## config.mk

```make
export PLATFORM = sky130hd
export DESIGN_NAME = branch_cond_unit
export DESIGN_NICKNAME = d
export VERILOG_FILES = /design/src/rtl/bcu_pkg.sv /design/src/rtl/bcu_cond_eval.sv /design/src/rtl/bcu_disp_scale.sv /design/src/rtl/branch_cond_unit.sv
export SDC_FILE = /design/constraint.sdc
export NUM_CORES = 1
export LEC_CHECK = 0
export CORE_MARGIN = 2
export CORE_UTILIZATION = 30
export CTS_BUF_LIST = sky130_fd_sc_hd__clkbuf_4
export CTS_CLUSTER_SIZE = 30
export DETAILED_ROUTE_END_ITERATION = 10
export GPL_ROUTABILITY_DRIVEN = 0
export HOLD_SLACK_MARGIN = 0.05
export PLACE_DENSITY = 0.75
export SKIP_LAST_GASP = 1
export SLEW_MARGIN = 30
export SYNTH_ARGS = -nofsm -noshare
export SYNTH_HDL_FRONTEND = slang
export SYNTH_SLANG_ARGS = --single-unit
```

## constraint.sdc

```tcl
create_clock -name clk -period 0.8 [get_ports clk]
set_input_delay 0.08 -clock clk [delete_from_list [all_inputs] [get_ports clk]]
set_output_delay 0.08 -clock clk [all_outputs]
set_load 0.02 [all_outputs]
```

## src/rtl/bcu_pkg.sv

```systemverilog
package bcu_pkg;

    localparam int COND_W = 4;

    // Condition codes; odd codes complement the even code below them
    typedef enum logic [COND_W-1:0] {
        C_ALWAYS = 4'd0,  C_NEVER = 4'd1,
        C_ZS     = 4'd2,  C_ZC    = 4'd3,
        C_CS     = 4'd4,  C_CC    = 4'd5,
        C_NS     = 4'd6,  C_NC    = 4'd7,
        C_VS     = 4'd8,  C_VC    = 4'd9,
        C_SLT    = 4'd10, C_SGE   = 4'd11,
        C_SLE    = 4'd12, C_SGT   = 4'd13,
        C_ULS    = 4'd14, C_UHI   = 4'd15
    } cond_e;

    typedef struct packed {
        logic z;
        logic n;
        logic co;
        logic v;
    } flags_t;

endpackage

```

## src/rtl/bcu_cond_eval.sv

```systemverilog
module bcu_cond_eval
    import bcu_pkg::*;
(
    input  logic [COND_W-1:0] cond,
    input  flags_t            flags,
    output logic              cond_true
);

    localparam int N_BASE = 2 ** (COND_W - 1);

    logic [N_BASE-1:0] base;
    logic              lt_signed;

    always_comb begin
        lt_signed = flags.n ^ flags.v;
        base      = '0;
        base[0]   = 1'b1;
        base[1]   = flags.z;
        base[2]   = flags.co;
        base[3]   = flags.n;
        base[4]   = flags.v;
        base[5]   = lt_signed;
        base[6]   = flags.z | lt_signed;
        base[7]   = ~flags.co | flags.z;
    end

    // The upper code bits pick a base test, the low bit inverts it
    assign cond_true = base[cond[COND_W-1:1]] ^ cond[0];

endmodule

```

## src/rtl/bcu_disp_scale.sv

```systemverilog
module bcu_disp_scale #(
    parameter int DISP_W = 8,
    parameter int OUT_W  = 16,
    parameter int SHIFT  = 1
) (
    input  logic [DISP_W-1:0] disp,
    output logic [OUT_W-1:0]  offset
);

    localparam int EXT_W = OUT_W - DISP_W - SHIFT;

    generate
        if (SHIFT == 0) begin : g_noshift
            assign offset = {{EXT_W{disp[DISP_W-1]}}, disp};
        end else begin : g_shift
            assign offset = {{EXT_W{disp[DISP_W-1]}}, disp, {SHIFT{1'b0}}};
        end
    endgenerate

endmodule

```

## src/rtl/branch_cond_unit.sv

```systemverilog
module branch_cond_unit
    import bcu_pkg::*;
#(
    parameter int PC_W   = 16,
    parameter int DISP_W = 8
) (
    input  logic              clk,
    input  logic              rst_n,
    input  logic              pipe_adv,
    input  logic              dc_branch,
    input  logic              dc_annul,
    input  logic [COND_W-1:0] dc_cond,
    input  logic              ex_z,
    input  logic              ex_n,
    input  logic              ex_co,
    input  logic              ex_v,
    input  logic [DISP_W-1:0] dc_disp,
    output logic              br_taken,
    output logic [PC_W-1:0]   br_offset
);

    localparam int DISP_SHIFT = 1;

    typedef struct packed {
        logic            taken;
        logic [PC_W-1:0] offset;
    } state_t;

    state_t          st_d, st_q;
    flags_t          flags;
    logic            cond_true;
    logic [PC_W-1:0] scaled;

    assign flags = '{z: ex_z, n: ex_n, co: ex_co, v: ex_v};

    bcu_cond_eval u_eval (
        .cond      (dc_cond),
        .flags     (flags),
        .cond_true (cond_true)
    );

    bcu_disp_scale #(
        .DISP_W (DISP_W),
        .OUT_W  (PC_W),
        .SHIFT  (DISP_SHIFT)
    ) u_scale (
        .disp   (dc_disp),
        .offset (scaled)
    );

    always_comb begin
        st_d = st_q;
        if (pipe_adv) begin
            st_d.taken  = dc_branch & ~dc_annul & cond_true;
            st_d.offset = scaled;
        end
    end

    always_ff @(posedge clk or negedge rst_n) begin
        if (!rst_n) st_q <= '0;
        else        st_q <= st_d;
    end

    assign br_taken  = st_q.taken;
    assign br_offset = st_q.offset;

endmodule

```

==> results of run 1 <==
-- per-stage QoR --
step | TNS, ns | utilization, % | hold slack [ns] | instances | total power [µW]
floorplan | -0.8601 | - | -0.2156 | 43 | 788.1
global placement | -7.661 | 55.11 | 0.3768 | 90 | 1032
detailed placement | -7.890 | 55.11 | 0.3768 | 90 | 1040
CTS | -1.933 | 56.33 | 0.09398 | 95 | 1416
global route | -2.489 | 57.39 | 0.1130 | 95 | 1497
finish | -1.640 | 57.39 | 0.1007 | 95 | 1394
-- sequential cells by signal (all words and copies together), names as in the netlist --
register and cells:
br_offset 8, br_taken 1
-- Yosys cell counts --
cell type	instances
a41oi_1	1
mux2i_1	1
nand3b_1	1
nor3b_1	1
xor2_1	1
o32ai_2	1
conb_1	1
dfrtp_1	9
o21ai_1	1
clkbuf_1	1
a211oi_1	1
o21ai_0	2
inv_1	1
nand2_1	1
and3b_2	2
buf_4	8
mux2_2	8
nor2_1	1
nand4_1	1
-- layout make-up --
class | count | area (µm²) | area share [%]
inverters | 1 | 3.754 | 0.4243
clock buffers | 4 | 30.03 | 3.395
multi-input cells | 24 | 230.2 | 26.03
well taps | 16 | 20.02 | 2.263
repair buffers | 41 | 374.1 | 42.29
flip-flops and latches | 9 | 226.5 | 25.60
-- power by group through the flow --
stage / combinational, µW / sequential, µW / clock, µW
3_5_place_dp: 500 / 540 / 0
2_1_floorplan: 194 / 594 / 0
4_1_cts: 481 / 538 / 397
3_3_place_gp: 496 / 536 / 0
6_report: 483 / 537 / 374
5_1_grt: 518 / 545 / 433
-- per-layer routing --
metal / vias up / routed length (µm)
li1: 216 / -
met1: 200 / 429
met2: 25 / 575
met3: 0 / 156
met4: 0 / 0
met5: - / 0
-- worst paths after layout --
kind                               from             to  slack, ns  depth (start not counted)
max reg2reg                br_offset[8]   br_offset[8]      -0.02                          1
min                               rst_n   br_offset[3]       0.10                          2
min in group clk               pipe_adv       br_taken       0.30                          3
max                        br_offset[8]  br_offset[15]      -0.14                          1
max in group asynchronous         rst_n   br_offset[8]       0.56                          2
min reg2reg                br_offset[4]   br_offset[4]       0.53                          1
-- logic make-up (layout without fill, tap and decap cells) --
| logic type | count (synthesis) | in the layout | share of synthesized area, % |
|---|---|---|---|
| AOI/OAI and AO/OA | 6 | 6 | 9.477 |
| xor gates and xnor gates | 1 | 1 | 1.746 |
| buffers and inverters | 10 | 46 | 13.47 |
| DFF | 9 | 9 | 44.89 |
| muxes | 9 | 9 | 19.95 |
| other | 1 | 1 | 0.7474 |
| and+or+nand+nor | 7 | 7 | 9.726 |
-- repair_timing --
item                       in CTS  in global routing
setup buffers                   1                  0
gates resized for setup       117                  4
setup endpoints to repair      25                 19
pin swaps                       7                  6
==> results.md, run 1 <==
- CTS tree: yes
- Total of max-cap violations: 0
- Critical path required time: 0.72 ns
- FF+latch count, synth: 9
- Hold WC Path Type: in2async
- Most area-consuming cells after synthesis: dfrtp_1 (45%), mux2_2 (18%), buf_4 (12%), and3b_2 (4.0%), o32ai_2 (3.2%)
- DRT antenna net count: 0
- Die area: 2016 µm²
- Logic pwr share: 34.7%
- Clk buf depth: 2
- Status: complete, but fails checks
- Final worst slack: -0.1439 ns
- Final Hold Viols: 0
- Sequential share of power: 38.5%
- Critical path endpoint category: output pin
- Worst slack at placement: -0.7903 ns
- Clock Latency Late Sink: 0.25 ns
- Ant. Diodes: 0
- Cell taking the most area after synthesis: dfrtp_1
- Worst path bufs/invs: 1
- Die X: 44.90 µm
- Sequential cell area fraction in the yosys report: 44.89%
- PD cells: 1576 nW/µm²
- Pin count of the biggest net entering global routing: 10
- Worst Path Arrival: 0.86 ns
- Internal Pwr Total: 993.9 µW
- Final period util: 118.0%
- Core area: 1541 µm²
- Post-layout nets: 101
- Final setup fails: 18
- Most common cell after layout, fill and taps aside: buf_6
- Max Freq: 1059 MHz
- Tmin final: 0.9439 ns
- CTS Buf Count: 3
- Slew Limit Fails: 0
- Initial Util: 32.55%
- Die Y: 44.90 µm
- Leak Pwr: 0.0004032 µW
- CP max FO: 9
- Met1 Use GR: 15.08%
- YS warnings: 0
- CP startpoint kind: register
- NetSw: 400.0 µW
- Cell count after synthesis: 43
- Wirelength per Cell: 12.22 µm
- Post-Place Cell Area: 849.6 µm²
- Met2 usage: 23.19%
- Switch share: 28.69%
- Worst path max stage delay: 0.44 ns
- Hold Buf Count CTS: 0
- H-tree lvl count: 1
- Mean post-synth cell area: 11.67 µm²
- DR vias: 441
- Gr busiest metal: met2
- HPWL Detailed: 905.7 µm
- Most frequent cells in the layout: buf_6 (13), clkdlybuf4s50_1 (12), buf_2 (9), mux2_2 (8), dfrtp_1 (8)
- DRC: 0
- RSZ-0062 raised after global routing: true
- CP top delay family: flip-flops
- Final wirelength: 1161 µm
- Num rows: 14
- Clk pin slew, worst setup/hold paths: 0.06 ns
- GRT Residual Overflow: 0
- Fill cells: 147
- Critical path type: reg2out
- Worst IR Drop VDD: 1.143 mV
- Port-buffer cells: 36
- Vias in the first global route: 451
- Failing checks: negative setup slack
- First-pass DRT Iterations: 1
- Root buffer cell: clkbuf_4
- Post-Syn Nets: 64
- First-pass GRT wire length: 1952 µm
- CTS Sinks: 9
- Yosys cell types: 19
- Post-DR vias/cell: 4.642
- Post-route cell area: 884.6 µm²
- Top Ports: 38
- Initial antenna violation count: 0
- Area of the mapped netlist: 501.7 µm²
- Layout area overhead: 76.31%
- Synth top area share: 44.89%
- Layout cell share with drive strength beyond 1: 59.49%
- Clk pwr share: 26.8%
- Worst-path cell with the longest stage delay: dfrtp_2
- Fin Clk Skew: 0 ns
- Met3 Resource Use GR: 7.200%
- All-layer global routing usage: 13.69%
- Initial DRC count: 0
- CP Cell Sequence: buf_2
(Power assumes the default switching activity.)
==> run 2, diff against run 1 <==
Settings changed: CORE_MARGIN 2 to 4.
==> results.md, run 2 (synthesized netlist as in run 1, its figures left out) <==
- Worst path bufs/invs: 1 (unchanged)
- CP Cell Sequence: buf_2
- CTS tree: yes
- CP Depth: 1 (unchanged)
- Layout cell share with drive strength beyond 1: 60.00% (+0.51 points)
- Register-to-Register Setup Slack: -0.02 ns (about the same)
- All-layer global routing usage: 11.95% (-1.7 points)
- Logic pwr share: 34.8% (about the same)
- Die X: 48.90 µm (+8.9%)
- WL met3: 168 µm (+7.7%)
- Final worst slack: -0.1491 ns (-0.005136 ns)
- First-pass GRT wire length: 2201 µm (+13%)
- Register Area: 226.5 µm² (unchanged)
- Reg-to-Reg End: br_offset[8]
- Tmin final: 0.9491 ns (+0.005136 ns)
- Total of max-cap violations: 0 (unchanged)
- Core area: 1541 µm² (unchanged)
- Max FFs per register: 8 (unchanged)
- DRC: 0 (unchanged)
- Pin count of the biggest net entering global routing: 10 (unchanged)
- Vias in the first global route: 468 (+3.8%)
- Placed cells: 90 (unchanged)
- Fill cells: 151 (+2.7%)
- Final wirelength: 1404 µm (+21%)
- DRT antenna net count: 0 (unchanged)
- NetSw: 423.3 µW (+5.8%)
- Reg2Reg Launch Point: br_offset[8]
- Post-layout nets: 102 (+0.99%)
- Wirelength per Cell: 14.63 µm (+20%)
- Critical path type: reg2out
- Fin Clk Skew: 0 ns (unchanged)
- GRT Residual Overflow: 0 (unchanged)
- Worst IR Drop VDD: 1.008 mV (-12%)
- HPWL Detailed: 1005 µm (+11%)
- Port-buffer cells: 36 (unchanged)
- Final setup fails: 18 (unchanged)
- Cell Count, Final, Fillers Out: 96 (+1.1%)
- Switch share: 29.79% (+1.1 points)
- Met2 wire len: 643 µm (+12%)
- Uppermost layer routed: met4
- Final Hold Viols: 0 (unchanged)
- CTS Sinks: 9 (unchanged)
- Clk pin slew, worst setup/hold paths: 0.07 ns (about the same)
- Wl on met1: 567 µm (+32%)
- First-pass DRT Iterations: 2 (+1)
- Total Power: 1421 µW (+1.9%)
- Worst Path Arrival: 0.87 ns (about the same)
- H-tree lvl count: 1 (unchanged)
- WHS: 0.09458 ns (-0.006114 ns)
- Num rows: 14 (unchanged)
- Reg2reg path depth: 1 (unchanged)
- PD cells: 1586 nW/µm² (+0.66%)
- Leak Pwr: 0.0004085 µW (+1.3%)
- CP max FO: 9 (unchanged)
- Clk pwr share: 27.4% (+0.6 points)
- Root buffer cell: clkbuf_4
- Final period util: 118.6% (+0.64 points)
- CP startpoint kind: register
- Initial DRC count: 6 (+6)
- RSZ-0062 raised after global routing: true
- Worst path max stage delay: 0.44 ns (about the same)
- Die area: 2391 µm² (+19%)
- Hold WC Path Type: in2async
- Utilization after layout: 58.12% (+0.73 points)
- DR vias: 467 (+5.9%)
- Clock Latency Late Sink: 0.25 ns (about the same)
- Initial Util: 32.55% (unchanged)
- Slew Limit Fails: 0 (unchanged)
- CP Launch Point: br_offset[8]
- Ant. Diodes: 0 (unchanged)
- Max Freq: 1054 MHz (-0.54%)
- Clk buf depth: 2 (unchanged)
- Top Ports: 38 (unchanged)
- Initial antenna violation count: 0 (unchanged)
- Hold Buf Count CTS: 0 (unchanged)
- Layout area overhead: 78.55%
- Critical path required time: 0.72 ns (about the same)
- Post-DR vias/cell: 4.865 (+4.8%)
- Status: complete, but fails checks
- Sequential share of power: 37.8% (-0.7 points)
- Critical path endpoint category: output pin
- Worst-path cell with the longest stage delay: dfrtp_2
- Die Y: 48.90 µm (+8.9%)
- Critical Path End: br_offset[8]
- Area of the multi-input gates: 230.2 µm² (unchanged)
- Internal Pwr Total: 997.7 µW (+0.38%)
- CP top delay family: flip-flops
- CTS Buf Count: 3 (unchanged)
- Failing checks: negative setup slack
- Most frequent cells in the layout: clkdlybuf4s50_1 (12), buf_6 (12), buf_2 (9), mux2_2 (8), dfrtp_1 (8)
run 2: changes by cell type in the layout (fill, tap and decap cells not counted):
cell | before | now
buf_4 | 4 | 5
buf_6 | 13 | 12
buf_8 | 1 | 2
run 2: worst min path at each step:
stage,start,to,slack [ns]
floorplan,rst_n,br_offset[1],-0.22
global route,rst_n,br_offset[2],0.10
CTS,rst_n,br_offset[6],0.09
global placement,rst_n,br_offset[3],0.38
detailed placement,rst_n,br_offset[3],0.38
finish,rst_n,br_offset[2],0.09
run 2: power by group through the flow:
stage,logic (µW),clock network (µW),registers (µW)
5_1_grt,527,424,547
6_report,494,389,537
2_1_floorplan,194,0,594
3_5_place_dp,504,0,539
4_1_cts,484,406,539
3_3_place_gp,497,0,538
run 2: area by class of cell:
type | count | area share [%]
Timing Repair Buffer | 42 | 43.02
Sequential cell | 9 | 25.28
Tap cell | 16 | 2.235
Clock buffer | 4 | 3.352
Multi-Input combinational cell | 24 | 25.70
Inverter | 1 | 0.4190
run 2: per-stage QoR:
step           setup TNS (ns)  setup WS, ns  cell area [µm²]
4_1_cts                -2.019       -0.1672            872.1
6_report               -1.753       -0.1491            895.9
3_5_place_dp           -7.935       -0.8234            849.6
3_3_place_gp           -7.669       -0.7689            849.6
2_1_floorplan         -0.8601       -0.1468            503.0
5_1_grt                -2.463       -0.1947            895.9
run 2: repair_timing:
| item | 4_1_cts | 5_1_grt |
|---|---|---|
| gates resized for setup | 118 | 3 |
| pin swaps | 7 | 5 |
| setup buffers | 1 | 1 |
| setup endpoints to repair | 25 | 18 |
run 2: metal layers:
| metal | up-vias | track usage (%) |
|---|---|---|
| met3 | 4 | 6.422 |
| met4 | 0 | 5.381 |
| met1 | 217 | 15.12 |
| met5 | - | 0 |
| li1 | 218 | - |
| met2 | 28 | 16.52 |
